[config.mk]
export PLATFORM = sky130hd
export DESIGN_NAME = pclk_gen
export DESIGN_NICKNAME = d
export VERILOG_FILES = /design/src/rtl/pclk_pkg.sv /design/src/rtl/pclk_prediv.sv /design/src/rtl/pclk_shaper.sv /design/src/rtl/pclk_gen.sv
export SDC_FILE = /design/constraint.sdc
export NUM_CORES = 1
export LEC_CHECK = 0
export BUFFER_PORTS_ARGS = -buffer_cell sky130_fd_sc_hd__buf_2
export CELL_PAD_IN_SITES_DETAIL_PLACEMENT = 1
export CELL_PAD_IN_SITES_GLOBAL_PLACEMENT = 1
export CORE_ASPECT_RATIO = 1.4
export CORE_UTILIZATION = 48
export CTS_CLUSTER_DIAMETER = 100
export CTS_CLUSTER_SIZE = 30
export DETAILED_ROUTE_END_ITERATION = 7
export PLACE_DENSITY_LB_ADDON = 0.1
export SLEW_MARGIN = 20
export SYNTH_ARGS = -nofsm -noshare
export SYNTH_HDL_FRONTEND = slang
export SYNTH_SLANG_ARGS = --single-unit
[constraint.sdc]
create_clock -name clk -period 10.2 [get_ports clk]
set_input_delay 0 -clock clk [delete_from_list [all_inputs] [get_ports clk]]
set_output_delay 0 -clock clk [all_outputs]
set_load 0.01 [all_outputs]
[src/rtl/pclk_pkg.sv]
package pclk_pkg;
  localparam int POST_W = 6;
  localparam int INT_W  = 8;
  localparam int FRAC_W = 6;
  localparam int SRC_W  = 2;
  localparam int PER_W  = INT_W + 2;
  localparam int TCNT_W = POST_W + 1;

  // field order fixed by the configuration word, MSB first
  typedef struct packed {
    logic              force_on;
    logic [SRC_W-1:0]  src;
    logic [FRAC_W-1:0] den;
    logic [FRAC_W-1:0] num;
    logic [INT_W-1:0]  idiv;
    logic              lead_lvl;
    logic              rest_lvl;
    logic              bypass;
    logic [POST_W-1:0] post_n;
  } pclk_cfg_t;

  typedef logic [TCNT_W-1:0] tcnt_t;
  typedef logic [PER_W-1:0]  per_t;

  // pre-period length in module cycles for an integer field
  function automatic per_t base_len(input logic [INT_W-1:0] i);
    return (i == '0) ? per_t'(1 << INT_W) : per_t'(i);
  endfunction

  // accumulator step: {stretch, new accumulator}
  function automatic logic [FRAC_W:0] frac_next(input logic [FRAC_W-1:0] acc,
                                                input logic [FRAC_W-1:0] num,
                                                input logic [FRAC_W-1:0] den);
    logic [FRAC_W:0] sum;
    logic [FRAC_W:0] rem;
    if (num == '0 || den == '0 || num >= den) return '0;
    sum = {1'b0, acc} + {1'b0, num};
    if (sum >= {1'b0, den}) begin
      rem = sum - {1'b0, den};
      if (rem >= {1'b0, den}) rem = '0;
      return {1'b1, rem[FRAC_W-1:0]};
    end
    return {1'b0, sum[FRAC_W-1:0]};
  endfunction

  function automatic tcnt_t post_total(input logic [POST_W-1:0] n);
    return (n == '0) ? tcnt_t'(2) : ({1'b0, n} + 1'b1);
  endfunction

  function automatic tcnt_t post_first(input logic [POST_W-1:0] n);
    tcnt_t t;
    t = post_total(n);
    return (t + 1'b1) >> 1;
  endfunction

  function automatic tcnt_t post_second(input logic [POST_W-1:0] n);
    return post_total(n) >> 1;
  endfunction

  function automatic per_t pre_first(input per_t p);
    return (p + 1'b1) >> 1;
  endfunction
endpackage

[src/rtl/pclk_prediv.sv]
module pclk_prediv
  import pclk_pkg::*;
(
  input  logic              clk,
  input  logic              rst_n,
  input  logic              active,
  input  logic              restart,
  input  logic [INT_W-1:0]  idiv,
  input  logic [FRAC_W-1:0] num,
  input  logic [FRAC_W-1:0] den,
  output logic              tick,
  output logic              half,
  output per_t              per_len
);
  per_t              cnt;
  logic [FRAC_W-1:0] acc;
  logic [FRAC_W:0]   step;

  assign step = frac_next(acc, num, den);
  assign tick = active && (cnt == per_len - 1'b1);
  assign half = active && (per_len >= per_t'(2)) &&
                (cnt == pre_first(per_len) - 1'b1);

  always_ff @(posedge clk or negedge rst_n) begin
    if (!rst_n) begin
      cnt     <= '0;
      acc     <= '0;
      per_len <= per_t'(1);
    end else if (restart) begin
      cnt     <= '0;
      acc     <= '0;
      per_len <= base_len(idiv);
    end else if (tick) begin
      cnt     <= '0;
      acc     <= step[FRAC_W-1:0];
      per_len <= base_len(idiv) + per_t'(step[FRAC_W]);
    end else if (active) begin
      cnt     <= cnt + 1'b1;
    end
  end
endmodule

[src/rtl/pclk_shaper.sv]
module pclk_shaper
  import pclk_pkg::*;
(
  input  logic              clk,
  input  logic              rst_n,
  input  logic              go,
  input  logic              tick,
  input  logic              half,
  input  logic              a_bypass,
  input  logic [POST_W-1:0] a_post_n,
  input  logic              a_lead,
  input  logic              n_lead,
  input  logic              n_rest,
  output logic              running,
  output logic              end_first,
  output logic              end_second,
  output logic              pclk,
  output logic              pix_en
);
  logic  phase;
  tcnt_t tcnt;
  tcnt_t h1t;
  tcnt_t h2t;

  assign h1t = post_first(a_post_n);
  assign h2t = post_second(a_post_n);

  assign end_first  = running && !phase &&
                      (a_bypass ? half : (tick && tcnt == h1t - 1'b1));
  assign end_second = running && phase &&
                      (a_bypass ? tick : (tick && tcnt == h2t - 1'b1));

  always_ff @(posedge clk or negedge rst_n) begin
    if (!rst_n) begin
      running <= 1'b0;
      phase   <= 1'b0;
      tcnt    <= '0;
      pclk    <= 1'b0;
      pix_en  <= 1'b0;
    end else begin
      pix_en <= 1'b0;
      if (!running) begin
        if (go) begin
          running <= 1'b1;
          phase   <= 1'b0;
          tcnt    <= '0;
          pclk    <= n_lead;
          pix_en  <= 1'b1;
        end else begin
          pclk    <= n_rest;
        end
      end else if (end_first || end_second) begin
        tcnt  <= '0;
        if (!go) begin
          running <= 1'b0;
          phase   <= 1'b0;
          pclk    <= n_rest;
        end else if (end_first) begin
          phase <= 1'b1;
          pclk  <= ~a_lead;
        end else begin
          phase  <= 1'b0;
          pclk   <= n_lead;
          pix_en <= 1'b1;
        end
      end else if (tick) begin
        tcnt <= tcnt + 1'b1;
      end
    end
  end
endmodule

[src/rtl/pclk_gen.sv]
module pclk_gen
  import pclk_pkg::*;
(
  input  logic        clk,
  input  logic        rst_n,
  input  logic [31:0] cfg_word,
  input  logic        run,
  output logic        pclk,
  output logic        pix_en
);
  pclk_cfg_t         live;
  pclk_cfg_t         act;
  logic              go;
  logic              load;
  logic              restart;
  logic              running;
  logic              tick;
  logic              half;
  logic              end_first;
  logic              end_second;
  per_t              per_len;
  logic [INT_W-1:0]  sel_idiv;
  logic [FRAC_W-1:0] sel_num;
  logic [FRAC_W-1:0] sel_den;
  logic [INT_W-1:0]  act_idiv;
  logic              act_lead;
  logic              act_unused;

  assign live     = pclk_cfg_t'(cfg_word);
  assign go       = run && (live.src != '0);
  assign load     = !running || end_second;
  assign restart  = !running && go;
  assign sel_idiv = load ? live.idiv : act.idiv;
  assign sel_num  = load ? live.num  : act.num;
  assign sel_den  = load ? live.den  : act.den;
  assign act_idiv = act.idiv;
  assign act_lead = act.lead_lvl;
  assign act_unused = ^{act.rest_lvl, act.src, act.force_on};

  always_ff @(posedge clk or negedge rst_n) begin
    if (!rst_n)    act <= '0;
    else if (load) act <= live;
  end

  pclk_prediv u_pre (
    .clk     (clk),
    .rst_n   (rst_n),
    .active  (running),
    .restart (restart),
    .idiv    (sel_idiv),
    .num     (sel_num),
    .den     (sel_den),
    .tick    (tick),
    .half    (half),
    .per_len (per_len)
  );

  pclk_shaper u_shp (
    .clk        (clk),
    .rst_n      (rst_n),
    .go         (go),
    .tick       (tick),
    .half       (half),
    .a_bypass   (act.bypass),
    .a_post_n   (act.post_n),
    .a_lead     (act.lead_lvl),
    .n_lead     (live.lead_lvl),
    .n_rest     (live.rest_lvl),
    .running    (running),
    .end_first  (end_first),
    .end_second (end_second),
    .pclk       (pclk),
    .pix_en     (pix_en)
  );
endmodule

== After elaboration in Yosys (flattened, before gate mapping) ==
Index checks and enable logic that the tools add are counted.

* $add $sub $neg: 12
* $mul: 0
* Div/mod/pow operators: 0
* $lt $le $gt $ge: 4
* Eq/ne operators: 6
* Shift-type cells: 0
* Muxes and demuxes: 43
* Bitwise logic cells: 1
* Reduce and logical (&&, ||, !) cells: 27

{| class="wikitable"
|+ Operators with widths
! operator !! count
|-
| 7-bit two-way mux || 9
|-
| 10-bit two-way mux || 5
|-
| 6-bit two-way mux || 5
|-
| 1-bit two-way mux || 22
|-
| 10-bit by 1-bit adder with 10-bit output (second input constant) || 2
|-
| 10-bit == test || 2
|-
| 6-bit zero test || 3
|-
| 7-bit by 1-bit adder with 7-bit output (second input constant) || 2
|-
| 7-bit == test || 2
|-
| 7-bit by 6-bit greater-or-equal comparator with 1-bit output || 2
|-
| 6-bit by 1-bit subtractor with 7-bit output (second input constant) || 2
|-
| 1-bit logical AND || 11
|-
| 10-bit by 1-bit adder with 10-bit output || 1
|-
| 10-bit by 2-bit greater-or-equal comparator with 1-bit output (second input constant) || 1
|-
| 10-bit by 1-bit subtractor with 10-bit output (second input constant) || 1
|-
| 9-bit by 1-bit subtractor with 10-bit output (second input constant) || 1
|-
| 9-bit two-way mux || 1
|-
| 8-bit zero test || 1
|-
| 8-bit two-way mux || 1
|-
| 6-bit by 1-bit adder with 7-bit output (second input constant) || 1
|-
| 6-bit by 6-bit adder with 7-bit output || 1
|-
| 7-bit by 6-bit subtractor with 7-bit output || 1
|-
| 6-bit greater-or-equal comparator || 1
|-
| 2-bit nonzero test || 3
|-
| other kinds (7) || 12
|}

* Bits in registers: 65
* Bits in latches: 0
* RAM bits: 0
* Memory bits (read-only): 0
* Bits of input ports: 35
* Output and inout bits: 2
* Word-level logic and storage cells: 107
* Memories: 0

== Longest topological paths before layout ==
* Word-level depth: 19
* Gate-level depth with buffers: 40
* Depth with buffers taken out: 35

== Cells and area by module ==
From an unflattened synthesis, not the netlist that was laid out.

* Cell total of the unflattened synthesis: 619
* Area total of the unflattened synthesis: 5834.3 um2

{| class="wikitable"
|+ Modules (own cells, without submodules)
! module !! instances !! cells each !! area an instance (um2) !! seq. area each (um2)
|-
| pclk_prediv || 1 || 381 || 3144.3 || 651.9
|-
| pclk_shaper || 1 || 176 || 1508.9 || 275.3
|-
| pclk_gen || 1 || 62 || 1181.1 || 700.7
|}

== Worst setup path after synthesis ==
Ideal clock, no wire load.

* Kind: reg2reg
* Start: register act[0] (netlist name)
* End: register u_pre.per_len[6]
* Setup time: 0.136 ns
* Data arrival time: 7.176 ns
* Required time: 10.064 ns
* Setup slack: 2.888 ns
* Cell stages (with the launch flop): 39
* Buffers on the path: 7
* Period minus slack after synthesis: 7.312 ns
* Path through: dfrtp_1 clkbuf_1 inv_1 ha_1 nor4b_1 nor3_1 a21oi_1 ha_1 nand2_1 mux2i_1 nor2_1 a311o_1 a211oi_2 or2_1 buf_6 buf_4 buf_4 buf_2 [... 3 more ...] inv_1 fa_1 inv_1 a21oi_1 o21bai_1 xor2_1 clkbuf_1 ha_1 a311o_1 a21o_1 or3_1 clkbuf_1 nor3b_1 ha_1 ha_1 a41o_1 o21ai_0 o21ai_0

* Word-level cells in the longest chain between the ends: 18
* Elaborated cells on any way between the ends: 30
* Those cells by class: add/sub (4); order compare (2); eq/ne (1); mux (14); reduce/logical (9)

{| class="wikitable"
|+ Ends and longest elaborated chain
! element !! line !! source
|-
| start: declaration || pclk_gen.sv:12 || <nowiki>pclk_cfg_t act;</nowiki>
|-
| start signal: assignment || pclk_gen.sv:42 || <nowiki>else if (load) act <= live;</nowiki>
|-
| 6-bit by 1-bit adder with 7-bit output or 6-bit zero test (tied branches) || pclk_pkg.sv:47 || <nowiki>return (n == '0) ? tcnt_t'(2) : ({1'b0, n} + 1'b1);</nowiki>
|-
| 7-bit two-way mux * || pclk_pkg.sv:47 ||
|-
| 6-bit by 1-bit subtractor with 7-bit output * || pclk_shaper.sv:31 || <nowiki>(a_bypass ? tick : (tick && tcnt == h2t - 1'b1));</nowiki>
|-
| 7-bit == test * || pclk_shaper.sv:31 ||
|-
| 1-bit logical AND * || pclk_shaper.sv:31 ||
|-
| 1-bit two-way mux * || pclk_shaper.sv:31 ||
|-
| 1-bit logical AND * || pclk_shaper.sv:30 || <nowiki>assign end_second = running && phase &&</nowiki>
|-
| 1-bit logical OR * || pclk_gen.sv:31 || <nowiki>assign load = !running || end_second;</nowiki>
|-
| [... 2 more ...] || n/a ||
|-
| 7-bit by 6-bit greater-or-equal comparator with 1-bit output || pclk_pkg.sv:38 || <nowiki>if (sum >= {1'b0, den}) begin</nowiki>
|-
| 1-bit two-way mux || pclk_pkg.sv:38 ||
|-
| 1-bit two-way mux || pclk_pkg.sv:37 || <nowiki>sum = {1'b0, acc} + {1'b0, num};</nowiki>
|-
| 7-bit two-way mux || pclk_pkg.sv:43 || <nowiki>return {1'b0, sum[FRAC_W-1:0]};</nowiki>
|-
| 7-bit two-way mux || pclk_pkg.sv:37 ||
|-
| 10-bit by 1-bit adder with 10-bit output || pclk_prediv.sv:36 || <nowiki>per_len <= base_len(idiv) + per_t'(step[FRAC_W]);</nowiki>
|-
| 10-bit two-way mux || pclk_prediv.sv:33 || <nowiki>end else if (tick) begin</nowiki>
|-
| 10-bit two-way mux * || pclk_prediv.sv:29 || <nowiki>end else if (restart) begin</nowiki>
|-
| end signal: assignment || pclk_prediv.sv:28 || <nowiki>per_len <= per_t'(1);</nowiki>
|-
| end signal: assignment || pclk_prediv.sv:32 || <nowiki>per_len <= base_len(idiv);</nowiki>
|-
| end signal: assignment || pclk_prediv.sv:36 ||
|-
| end: declaration || pclk_prediv.sv:13 || <nowiki>output per_t per_len</nowiki>
|}

Every way passes the cells marked *; elsewhere a longest branch is shown, timed or not. The select of a mux whose other input is x is not followed.
A chain may end at the register's enable or synchronous reset.

== Worst setup path in the final report ==
* Start: register act[0] (netlist name)
* End: register u_pre.per_len[2]

The elaborated chain is that of the path after synthesis.

==> flow_metrics.tcl <==
set metrics [dict create \
    setup_tns_ps 0 \
    die_area_sq_um 12700 \
    die_height_microns 133 \
    worst_path_max_delay_cell "xor2_1" \
    place_area_sq_um 6030 \
    whs_ps 31.9 \
    hold_path.class "in2reg" \
    first_pass_iters 4 \
    top_layer "met4" \
    max_slew_margin_pct 33.0 \
    area_growth_pct 12.9 \
    async_flop_share_pct 100 \
    rsz0062_at_grt "false" \
    finalPower_w 0.00225 \
    post-route-period-util_pct 82.2 \
    synth-seq-cells 65 \
    vias_per_cell 5.94 \
    cts_buffers 9 \
    worstMarginPinSlew_ps 1000 \
    synthDistinctLibCells 80 \
    place_ws_ps 1890 \
    start_kind "flop" \
    status "finished, final reports clean" \
    synth-edff-count 0 \
    place_hpwl_mm 12.1 \
    yosys-top-cells-area "dfrtp_1 27%, ha_1 7.9%, xnor2_1 7.0%" \
    postRouteAntennaNets 0 \
    syn_area_sq_um 5860 \
    vias 5199 \
    die_w_microns 95.4 \
    slew_violations 0 \
    htreeDepth 3 \
    clk_path_buf_depth 2 \
    grt_pass1_wl_mm 27.5 \
    critPathKind "reg2reg" \
    fin_crit_ps 8390 \
    root_buffer "clkbuf_16" \
    fmaxAchievable_mhz 119 \
    drcViolationCount 0 \
    power_density_nw_per_um2 340 \
    cap_violations 0 \
    synth_cells 690 \
    ys_warn_count 0 \
    dr_wl_met3_microns 310 \
    synth_most_common_cell "nand2_1" \
    cts.clk_slew.worst_paths_ps 60 \
    io_pins 37 \
    finalWirelength_mm 16.2 \
    coreArea_sq_um 11900 \
    dr_wl_met2_mm 8.28 \
    slowest_delay_ps 680 \
    cp_common_cell "ha_1" \
    yosys-top-cells-count "81 x nand2_1, 64 x dfrtp_1, 47 x nor2_1, 47 x xnor2_1, 37 x ha_1" \
    fin_area_sq_um 6610 \
    io_buffer_count 35 \
    cts_resized 0 \
    detailedRoute.firstIterationViolations 202 \
    wl_met1_mm 7.00 \
    setup_viol 0 \
    clkLatencyLatePin_ps 340 \
    overflow 0 \
    start_util_pct 49.3 \
    place.gp.congestion 0.852 \
    cts_sinks 65 \
    nets 797 \
    syn-num-nets 764 \
    hold_violations 0 \
    cts_tree "built" \
    finClkSkew_ps 7.07 \
    max-vdd-ir-drop_v 0.000425 \
    synth.avg_cell_area_sq_um 8.49 \
    end_kind "flop" \
    worst_ep_required_time_ps 10450 \
    ys_seq_area_share_pct 27.8 \
    crit_path_max_fanout 14 \
    antenna_found_initial 0 \
    worst_slack_ps 1810 \
    crit_arrival_ps 8630 \
    std_cell_rows 47 \
    synth_top_area_share_pct 27.3 \
    drive_above_1_share_pct 11.5 \
    wire_per_inst_microns 18.5 \
    track_usage_pct 27.8 \
    grt_pass1_vias 5659 \
    static-leakage-power_nw 2.99 \
    diodes 0 \
    synth_top_flop_cell "dfrtp_1" \
    grt_start_max_net_pins 66 \
    synth_top_area_cell "dfrtp_1" \
]
[registers in the layout (all words and copies together) (netlist names)]
signal,count
u_shp.running,1
act_lead,1
u_shp.pix_en,1
u_shp.tcnt,7
act,19
u_pre.acc,6
u_pre.per_len,10
u_pre.cnt,10
u_shp.phase,1
u_shp.pclk,1
act_idiv,8
[logic make-up after synthesis]
group / synth area share (%)
AOI/OAI and AO/OA: 16.0
xor gates and xnor gates: 11.8
adders and majority gates: 8.59
buffers and inverters: 5.83
DFF: 27.8
muxes: 5.77
and+or+nand+nor: 24.3
[timing repair]
action                    in CTS  in global routing
hold endpoints to repair      90                  0
hold buffers                  25                  0
buffers inserted               0                  0
[critical path, delay by kind of cell, from the launching register on]
family / cells / cell delay, ps
buffers and inverters: 3 / 290
muxes: 1 / 270
xor gates and xnor gates: 1 / 680
DFF: 1 / 530
and+or+nand+nor: 10 / 2430
adders and majority gates: 7 / 1920
AOI/OAI and AO/OA: 9 / 2150
[cells in the final DEF (no fill, tap or decap), drive strengths merged, types with 15 or more instances in the layout]
cell and count:
a21oi 21, buf 38, dfrtp 64, dlygate4sd3 25
ha 37, inv 37, mux2 16, mux2i 15
nand2 81, nand3 23, nor2 47, o21ai 33
xnor2 48, xor2 30
[through the flow]
step,util [%],instances
after global placement,50.8,834
after CTS,55.7,875
after floorplan,-,690
final,55.7,875
after global routing,55.7,875
after detailed placement,50.8,834
[path summary, 6_finish.rpt]
path | end | slack [ps] | start | depth (start not counted)
worst max-delay path | u_pre.per_len[2]$_DFFE_PN0P_ | 1810 | act[0]$_DFFE_PN0N_ | 31
worst min-delay path | act[28]$_DFFE_PN0N_ | 30 | cfg_word[28] | 3
worst max register to register | u_pre.per_len[2]$_DFFE_PN0P_ | 1810 | act[0]$_DFFE_PN0N_ | 31
worst min register to register | act_lead$_DFFE_PN0N_ | 490 | act_lead$_DFFE_PN0N_ | 2
max in group asynchronous | act_idiv[1]$_DFFE_PN0N_ | 9240 | rst_n | 3
min in group asynchronous | act[0]$_DFFE_PN0N_ | 370 | rst_n | 3
[metal layers]
| metal | vias up | GRT usage (%) |
|---|---|---|
| li1 | 2522 | - |
| met1 | 2566 | 33.4 |
| met2 | 71 | 47.9 |
| met3 | 40 | 4.02 |
| met4 | 0 | 12.7 |
| met5 | - | 0 |
[power breakdown]
group	switching, W	internal (W)	total [W]
Clock	0.000121	0.000221	0.000343
Sequential	0.000152	0.000346	0.000497
Combinational	0.000799	0.000607	0.00141
[layout make-up]
type / count / area [sq um]
multi-input combinational: 548 / 3890
sequential: 65 / 1630
fill: 1403 / 5270
inverter: 36 / 135
tap: 147 / 184
timing repair buffer: 63 / 448
clock buffer: 10 / 239
clock inverter: 6 / 90.1
Power figures use the tool's default switching activity.
